[config.mk]
export PLATFORM = sky130hd
export DESIGN_NAME = audio_ser_tx
export DESIGN_NICKNAME = d
export VERILOG_FILES = /design/src/rtl/audio_ser_tx.sv
export SDC_FILE = /design/constraint.sdc
export NUM_CORES = 2
export LEC_CHECK = 0
export ABC_AREA = 1
export BUFFER_PORTS_ARGS = -buffer_cell sky130_fd_sc_hd__buf_2
export CORE_AREA = 2 2 513 260
export CTS_CLUSTER_SIZE = 12
export DETAILED_ROUTE_END_ITERATION = 10
export DIE_AREA = 0 0 515 262
export PLACE_DENSITY = 0.65
export SYNTH_ARGS = -nofsm -noshare
export SYNTH_HDL_FRONTEND = slang
export SYNTH_SLANG_ARGS = --single-unit
[constraint.sdc]
create_clock -name clk -period 8.3 [get_ports clk]
set_input_delay 1.245 -clock clk [delete_from_list [all_inputs] [get_ports clk]]
set_output_delay 1.245 -clock clk [all_outputs]
set_load 0.01 [all_outputs]
[src/rtl/audio_ser_tx.sv]
`timescale 1ns/1ps
module audio_ser_tx #(
  parameter int LANES      = 4,
  parameter int DEPTH      = 32,
  parameter int CLR_CYCLES = 4
) (
  input  logic                       clk,
  input  logic                       rst_n,
  input  logic                       run,
  input  logic                       clr_req,
  input  logic [1:0]                 just_mode,
  input  logic [2:0]                 width_sel,
  input  logic [$clog2(LANES)-1:0]   lane_sel,
  input  logic                       dma_en,
  input  logic [$clog2(DEPTH):0]     dma_level,
  input  logic                       wr_en,
  input  logic [31:0]                wr_data,
  input  logic                       bit_clk,
  input  logic                       frame_clk,
  output logic [LANES-1:0]           sdo,
  output logic [$clog2(DEPTH):0]     fifo_level,
  output logic                       fifo_full,
  output logic                       dma_req,
  output logic                       clr_busy,
  output logic                       underrun
);
  localparam int AW  = $clog2(DEPTH);
  localparam int NCH = 2 * LANES;
  localparam int CW  = $clog2(NCH) + 1;
  localparam int KW  = $clog2(CLR_CYCLES) + 1;
  localparam logic [AW:0] FULL_LVL = DEPTH[AW:0];

  logic [31:0]      mem [DEPTH];
  logic [31:0]      nxt [NCH];
  logic [31:0]      cur [NCH];
  logic [AW-1:0]    wp, rp;
  logic [CW-1:0]    ncnt, need;
  logic [KW-1:0]    ccnt;
  logic [4:0]       pos, pos_n, bidx;
  logic             bclk_d, fr_last, synced;
  logic [5:0]       w, off, eff, rel;
  logic [LANES-1:0] sdo_n;

  wire fall     = bclk_d & ~bit_clk;
  wire fr_edge  = frame_clk != fr_last;
  wire sync_n   = synced | fr_edge;
  wire active   = run & ~clr_busy & fall & sync_n;
  wire swap     = active && eff == 6'd0;
  wire frame_ok = ncnt == need;
  wire push     = wr_en && !fifo_full && !clr_busy;
  wire pop      = run && !clr_busy && fifo_level != '0 && ncnt < need && !swap;
  wire in_win   = ({1'b0, eff[4:0]} >= off) && (rel < w);

  assign fifo_full = fifo_level == FULL_LVL;
  assign dma_req   = dma_en && fifo_level < dma_level;
  assign need      = CW'({lane_sel, 1'b0}) + CW'(2);
  assign pos_n     = fr_edge ? 5'd0 : (pos == 5'd31 ? pos : pos + 5'd1);
  assign eff       = {frame_clk, pos_n} - ((just_mode == 2'd1 || just_mode == 2'd2) ? 6'd0 : 6'd1);
  assign off       = (just_mode == 2'd2) ? 6'd32 - w : 6'd0;
  assign rel       = {1'b0, eff[4:0]} - off;
  assign bidx      = 5'(w - 6'd1 - rel);

  always_comb begin
    case (width_sel)
      3'd0:    w = 6'd8;
      3'd1:    w = 6'd16;
      3'd2:    w = 6'd20;
      3'd3:    w = 6'd24;
      default: w = 6'd32;
    endcase
  end

  for (genvar l = 0; l < LANES; l++) begin : g_lane
    logic [CW-1:0] idx;
    logic [31:0]   word;
    assign idx = CW'(2 * l) + CW'(eff[5]);
    always_comb begin
      if (!swap)                      word = cur[idx[CW-2:0]];
      else if (frame_ok && idx < need) word = nxt[idx[CW-2:0]];
      else                            word = '0;
    end
    assign sdo_n[l] = in_win & word[bidx];
  end

  always_ff @(posedge clk) begin
    if (push) mem[wp] <= wr_data;
    if (pop)  nxt[ncnt[CW-2:0]] <= mem[rp];
  end

  always_ff @(posedge clk or negedge rst_n) begin
    if (!rst_n) begin
      wp <= '0; rp <= '0; fifo_level <= '0; ncnt <= '0; ccnt <= '0;
      clr_busy <= 1'b0; pos <= '0; bclk_d <= 1'b1; fr_last <= 1'b1;
      synced <= 1'b0; underrun <= 1'b0; sdo <= '0;
      for (int i = 0; i < NCH; i++) cur[i] <= '0;
    end else begin
      bclk_d <= bit_clk;
      if (clr_busy) begin
        ccnt <= ccnt - KW'(1);
        if (ccnt == '0) clr_busy <= 1'b0;
        wp <= '0; rp <= '0; fifo_level <= '0; ncnt <= '0;
        pos <= '0; fr_last <= 1'b1; synced <= 1'b0; underrun <= 1'b0; sdo <= '0;
        for (int i = 0; i < NCH; i++) cur[i] <= '0;
      end else begin
        if (clr_req) begin
          clr_busy <= 1'b1;
          ccnt     <= KW'(CLR_CYCLES - 1);
        end
        if (push) wp <= wp + AW'(1);
        if (pop) begin
          rp   <= rp + AW'(1);
          ncnt <= ncnt + CW'(1);
        end
        case ({push, pop})
          2'b10:   fifo_level <= fifo_level + 1'b1;
          2'b01:   fifo_level <= fifo_level - 1'b1;
          default: ;
        endcase
        if (!run) sdo <= '0;
        else if (fall) begin
          fr_last <= frame_clk;
          pos     <= pos_n;
          synced  <= sync_n;
          if (sync_n) sdo <= sdo_n;
        end
        if (swap) begin
          for (int i = 0; i < NCH; i++) cur[i] <= (frame_ok && CW'(i) < need) ? nxt[i] : '0;
          ncnt <= '0;
          if (!frame_ok) underrun <= 1'b1;
        end
      end
    end
  end


  full_hold_chk: assert property (@(posedge clk) disable iff (!rst_n)
    (fifo_full && !run && !clr_busy && !clr_req) |=> $stable(fifo_level));

  clr_start_chk: assert property (@(posedge clk) disable iff (!rst_n)
    (clr_req && !clr_busy) |=> clr_busy);

  clr_flush_chk: assert property (@(posedge clk) disable iff (!rst_n)
    clr_busy |=> (fifo_level == '0));

  sticky_chk: assert property (@(posedge clk) disable iff (!rst_n)
    (underrun && !clr_busy) |=> underrun);

  idle_low_chk: assert property (@(posedge clk) disable iff (!rst_n)
    !run |=> (sdo == '0));
endmodule

==> flow_summary_export.csv <==
group,metric,value,unit
run_status,run_status,"finished clean",
route,num_vias,45080,
synth,synthMostInstantiatedCell,"sky130_fd_sc_hd__edfxtp_1",
worst_hold_path,worstHoldPathCells,2,
critical_path,timing.critical_path.max_delay_family,"adder cells",
clock_network,cts_setup_buffers,0,
global_route,grt_pass1_wl,281.4,mm
route,initialDrtViolationCount,6897,
critical_path,worst_path_largest_cell_delay,1230,ps
route,drc,0,
timing,fin_setup_tns,0,ps
timing,fin_crit_sh,0.6236,
floorplan,chipHeight,262,um
critical_path,arrival,5890,ps
worst_hold_path,worst_hold_path_type,"reg2reg",
synth,synthesis.area_per_instance,11.46,um2
synth,yosysTopAreaCell,"sky130_fd_sc_hd__edfxtp_1",
timing,slew_violations,0,
floorplan,width_of_the_die,515,um
synth,syn-num-nets,5756,
floorplan,effective_utilization_at_floorplan,0.4972,
critical_path,cp_cell_sequence,"buf_2 > xnor2_2 > nand3_1 > ha_4 > ha_1 > xnor2_1 > inv_1 > ha_1 > inv_1 > fa_1 > inv_1 > fa_1 > inv_1 > nand3_1 > nand2_1 > nand2_1 > nand3_1 > nand2_1 > nand3_1 > nand2_1",
synth,synth_enable_flop_cells,1280,
critical_path,cpMaxStageDelayCell,"sky130_fd_sc_hd__fa_1",
critical_path,critPathBufInv,5,
clock_network,post_cts_resize_count,0,
timing,slew-limit-headroom,0.1226,
global_route,initial_antenna_violation_count,6,
timing,unrepaired_setup_endpoints_after_global_routing,"no",
critical_path,criticalPathCategory,"in2reg",
worst_hold_path,holdCritStartpoint,"cur[101]",
power_and_ir_drop,switching_share,0.2545,
placed_design,place.gp.congestion,0.9057,
floorplan,boundaryPins,67,
critical_path,worstReg2RegEnd,"sdo[3]",
clock_network,clock_tree.root_cell,"sky130_fd_sc_hd__clkbuf_16",
synth,synth_area,64910,um2
floorplan,fp.dieArea,134900,um2
clock_network,cts_num_sinks,1573,
clock_network,clkTransAtPathRegs,60,ps
synth,post_synthesis_cell_type_count,43,
synth,register_bit_total_from_synthesis,1573,
synth,post_synth_main_area_contributors,"sky130_fd_sc_hd__edfxtp_1 59%, sky130_fd_sc_hd__dfrtp_1 11%, sky130_fd_sc_hd__o21ai_0 5.8%",
placed_design,dp_cells,7185,
power_and_ir_drop,power.combinational.fraction,0.101,
placed_design,place_hpwl,103.8,mm
route,wl_per_cell,25.72,um
job,timing.max_cap.violations,0,
power_and_ir_drop,clock_power_share,0.379,
route,drt-total-wl,190.6,mm
clock_network,tritoncts_buffers,150,
synth,yosysTopAreaCellShare,0.5921,
critical_path,worstRegToRegCells,21,
power_and_ir_drop,power.density_cell_area,233.3,nW/um2
power_and_ir_drop,power.share.sequential,0.520,
placed_design,port_buffers,66,
clock_network,cts_tree,"yes",
critical_path,source_of_the_worst_register_to_register_timing_path,"pos[0]",
global_route,grt_util_all_layers,0.2828,
timing,report.final.hold_viol_count,0,
cells_and_area,post_route_cells_drive_above_1_share,0.07235,
route,dr.pass1.iters,6,
route,post_drt_via_cell_ratio,6.081,
synth,ys_seq_area_frac,0.7051,
clock_network,h-tree-depth,4,
global_route,first_global_vias,41210,
timing,fin_skew,24.92,ps
synth,postSynth.topFlopCell,"sky130_fd_sc_hd__edfxtp_1",
global_route,global_route_congestion_overflow_total,0,
placed_design,placed_cell_areas,67150,um2
synth,synth.top_cells.by_count,"1280 x sky130_fd_sc_hd__edfxtp_1, 979 x sky130_fd_sc_hd__nand2_1, 747 x sky130_fd_sc_hd__o21ai_0, 608 x sky130_fd_sc_hd__nor2_1, 536 x sky130_fd_sc_hd__nand3_1",
power_and_ir_drop,max_ir_drop_vdd,0.2704,mV
cells_and_area,flow.area_growth_from_synthesis,9.979,%
critical_path,cp_num_cells,20,
critical_path,critPathMaxFanout,17,
clock_network,cts.path.max_buffers,3,
clock_network,clock_latency,790,ps
critical_path,startpoint_of_the_most_critical_setup_path,"frame_clk",
global_route,largest_net_degree_at_the_start_of_global_routing,210,
route,antenna_violating_nets_post_route,0,
worst_hold_path,worstHoldEndpoint,"cur[101]",
floorplan,num_rows,94,
timing,timing_worst_slew_pin_value,1316,ps
critical_path,critPathLaunchType,"primary input",
floorplan,core,130600,um2
cells_and_area,nNetsFinal,5700,
power_and_ir_drop,total_internal_power,12.42,mW
synth,post_synth_inst_count,5665,
cells_and_area,post-route-cell-area,71390,um2
synth,synth_async_sr_flop_share,0.1863,
timing,fin_crit,5176,ps
power_and_ir_drop,switchingPower,4.239,mW
power_and_ir_drop,p_leak,25.72,nW
power_and_ir_drop,power.total,16.65,mW
critical_path,timing.critical_path.to_type,"flip-flop",
timing,achievable_clock_frequency,0.1932,GHz
clock_network,post_cts_hold_buffer_count,0,
critical_path,worstPathRequired,9010,ps
critical_path,timing.reg2reg.setup_slack,3210,ps
cells_and_area,post_layout_nonfiller_instances,7413,
timing,setup_violations,0,
synth,ys.warnings.count,0,
-- registers in the layout, indices dropped and copies added (netlist names), 5 cells and up --
signal / cells
pos: 5
fifo_level: 6
wp: 5
rp: 5
nxt: 256
mem: 1024
cur: 256
-- layout by cell type, fill, tap and decap left out, types with 100 or more instances in the layout --
cell and count:
sky130_fd_sc_hd__edfxtp_1 1280, sky130_fd_sc_hd__nand2_1 975, sky130_fd_sc_hd__o21ai_0 747, sky130_fd_sc_hd__nor2_1 563
sky130_fd_sc_hd__nand3_1 535, sky130_fd_sc_hd__inv_1 304, sky130_fd_sc_hd__dfrtp_1 288, sky130_fd_sc_hd__o22ai_1 163
sky130_fd_sc_hd__clkbuf_16 154, sky130_fd_sc_hd__o221ai_1 100
-- through the flow --
stage | setup slack [ps] | hold WS (ps) | utilization
2_1_floorplan | 3437 | 453.0 | -
3_3_place_gp | 2527 | 465.5 | 0.5144
3_5_place_dp | 2483 | 473.0 | 0.5144
4_1_cts | 3282 | 487.7 | 0.5468
5_1_grt | 2819 | 498.3 | 0.5468
6_report | 3124 | 484.5 | 0.5468
-- worst max path at each step --
stage           endpoint
3_3_place_gp      sdo[3]
3_5_place_dp      sdo[3]
5_1_grt           sdo[1]
4_1_cts           sdo[3]
2_1_floorplan  nxt[0][0]
6_report          sdo[3]
-- final cells by class --
cell class	instances	area [um2]
Clock buffer	212	4071
Timing Repair Buffer	172	1249
Multi-Input combinational cell	3398	16760
Inverter	314	1195
Tap cell	1728	2162
Sequential cell	1573	45780
Fill cell	10890	59160
Antenna cell	4	10.01
Clock inverter	12	157.7
-- power by group through the flow --
stage | Sequential, mW | Combinational [mW] | Clock, mW
after floorplan | 8.82 | 0.964 | 0
after global placement | 8.83 | 1.62 | 0
after detailed placement | 8.83 | 1.62 | 0
after CTS | 8.66 | 1.63 | 6.38
after global routing | 8.67 | 1.81 | 6.71
final | 8.66 | 1.68 | 6.31
-- worst min-delay path: cells and delay by family, from the launching register on --
| family | cells | cell delay [ps] |
|---|---|---|
| simple gates | 1 | 50 |
| flops | 1 | 340 |
| compound gates | 1 | 50 |
-- metal layers --
| metal | wire (um) | share of wire | GRT usage | vias up |
|---|---|---|---|---|
| met2 | 73050 | 0.38 | 0.3555 | 2746 |
| met4 | 3192 | 0.017 | 0.06391 | 6 |
| met3 | 26820 | 0.14 | 0.09139 | 220 |
| li1 | - | - | - | 19990 |
| met1 | 87550 | 0.46 | 0.4633 | 22120 |
| met5 | 36 | 0.00019 | 0 | - |
-- kinds of logic after synthesis --
| kind of cell | count (synthesis) | share of synthesized area |
|---|---|---|
| simple gates | 2176 | 0.1381 |
| flops | 1573 | 0.7051 |
| compound gates | 1172 | 0.1049 |
| buf+inv | 694 | 0.04237 |
| fa+ha+maj | 38 | 0.007787 |
| xor+xnor | 12 | 0.001735 |
(Power assumes the default switching activity.)
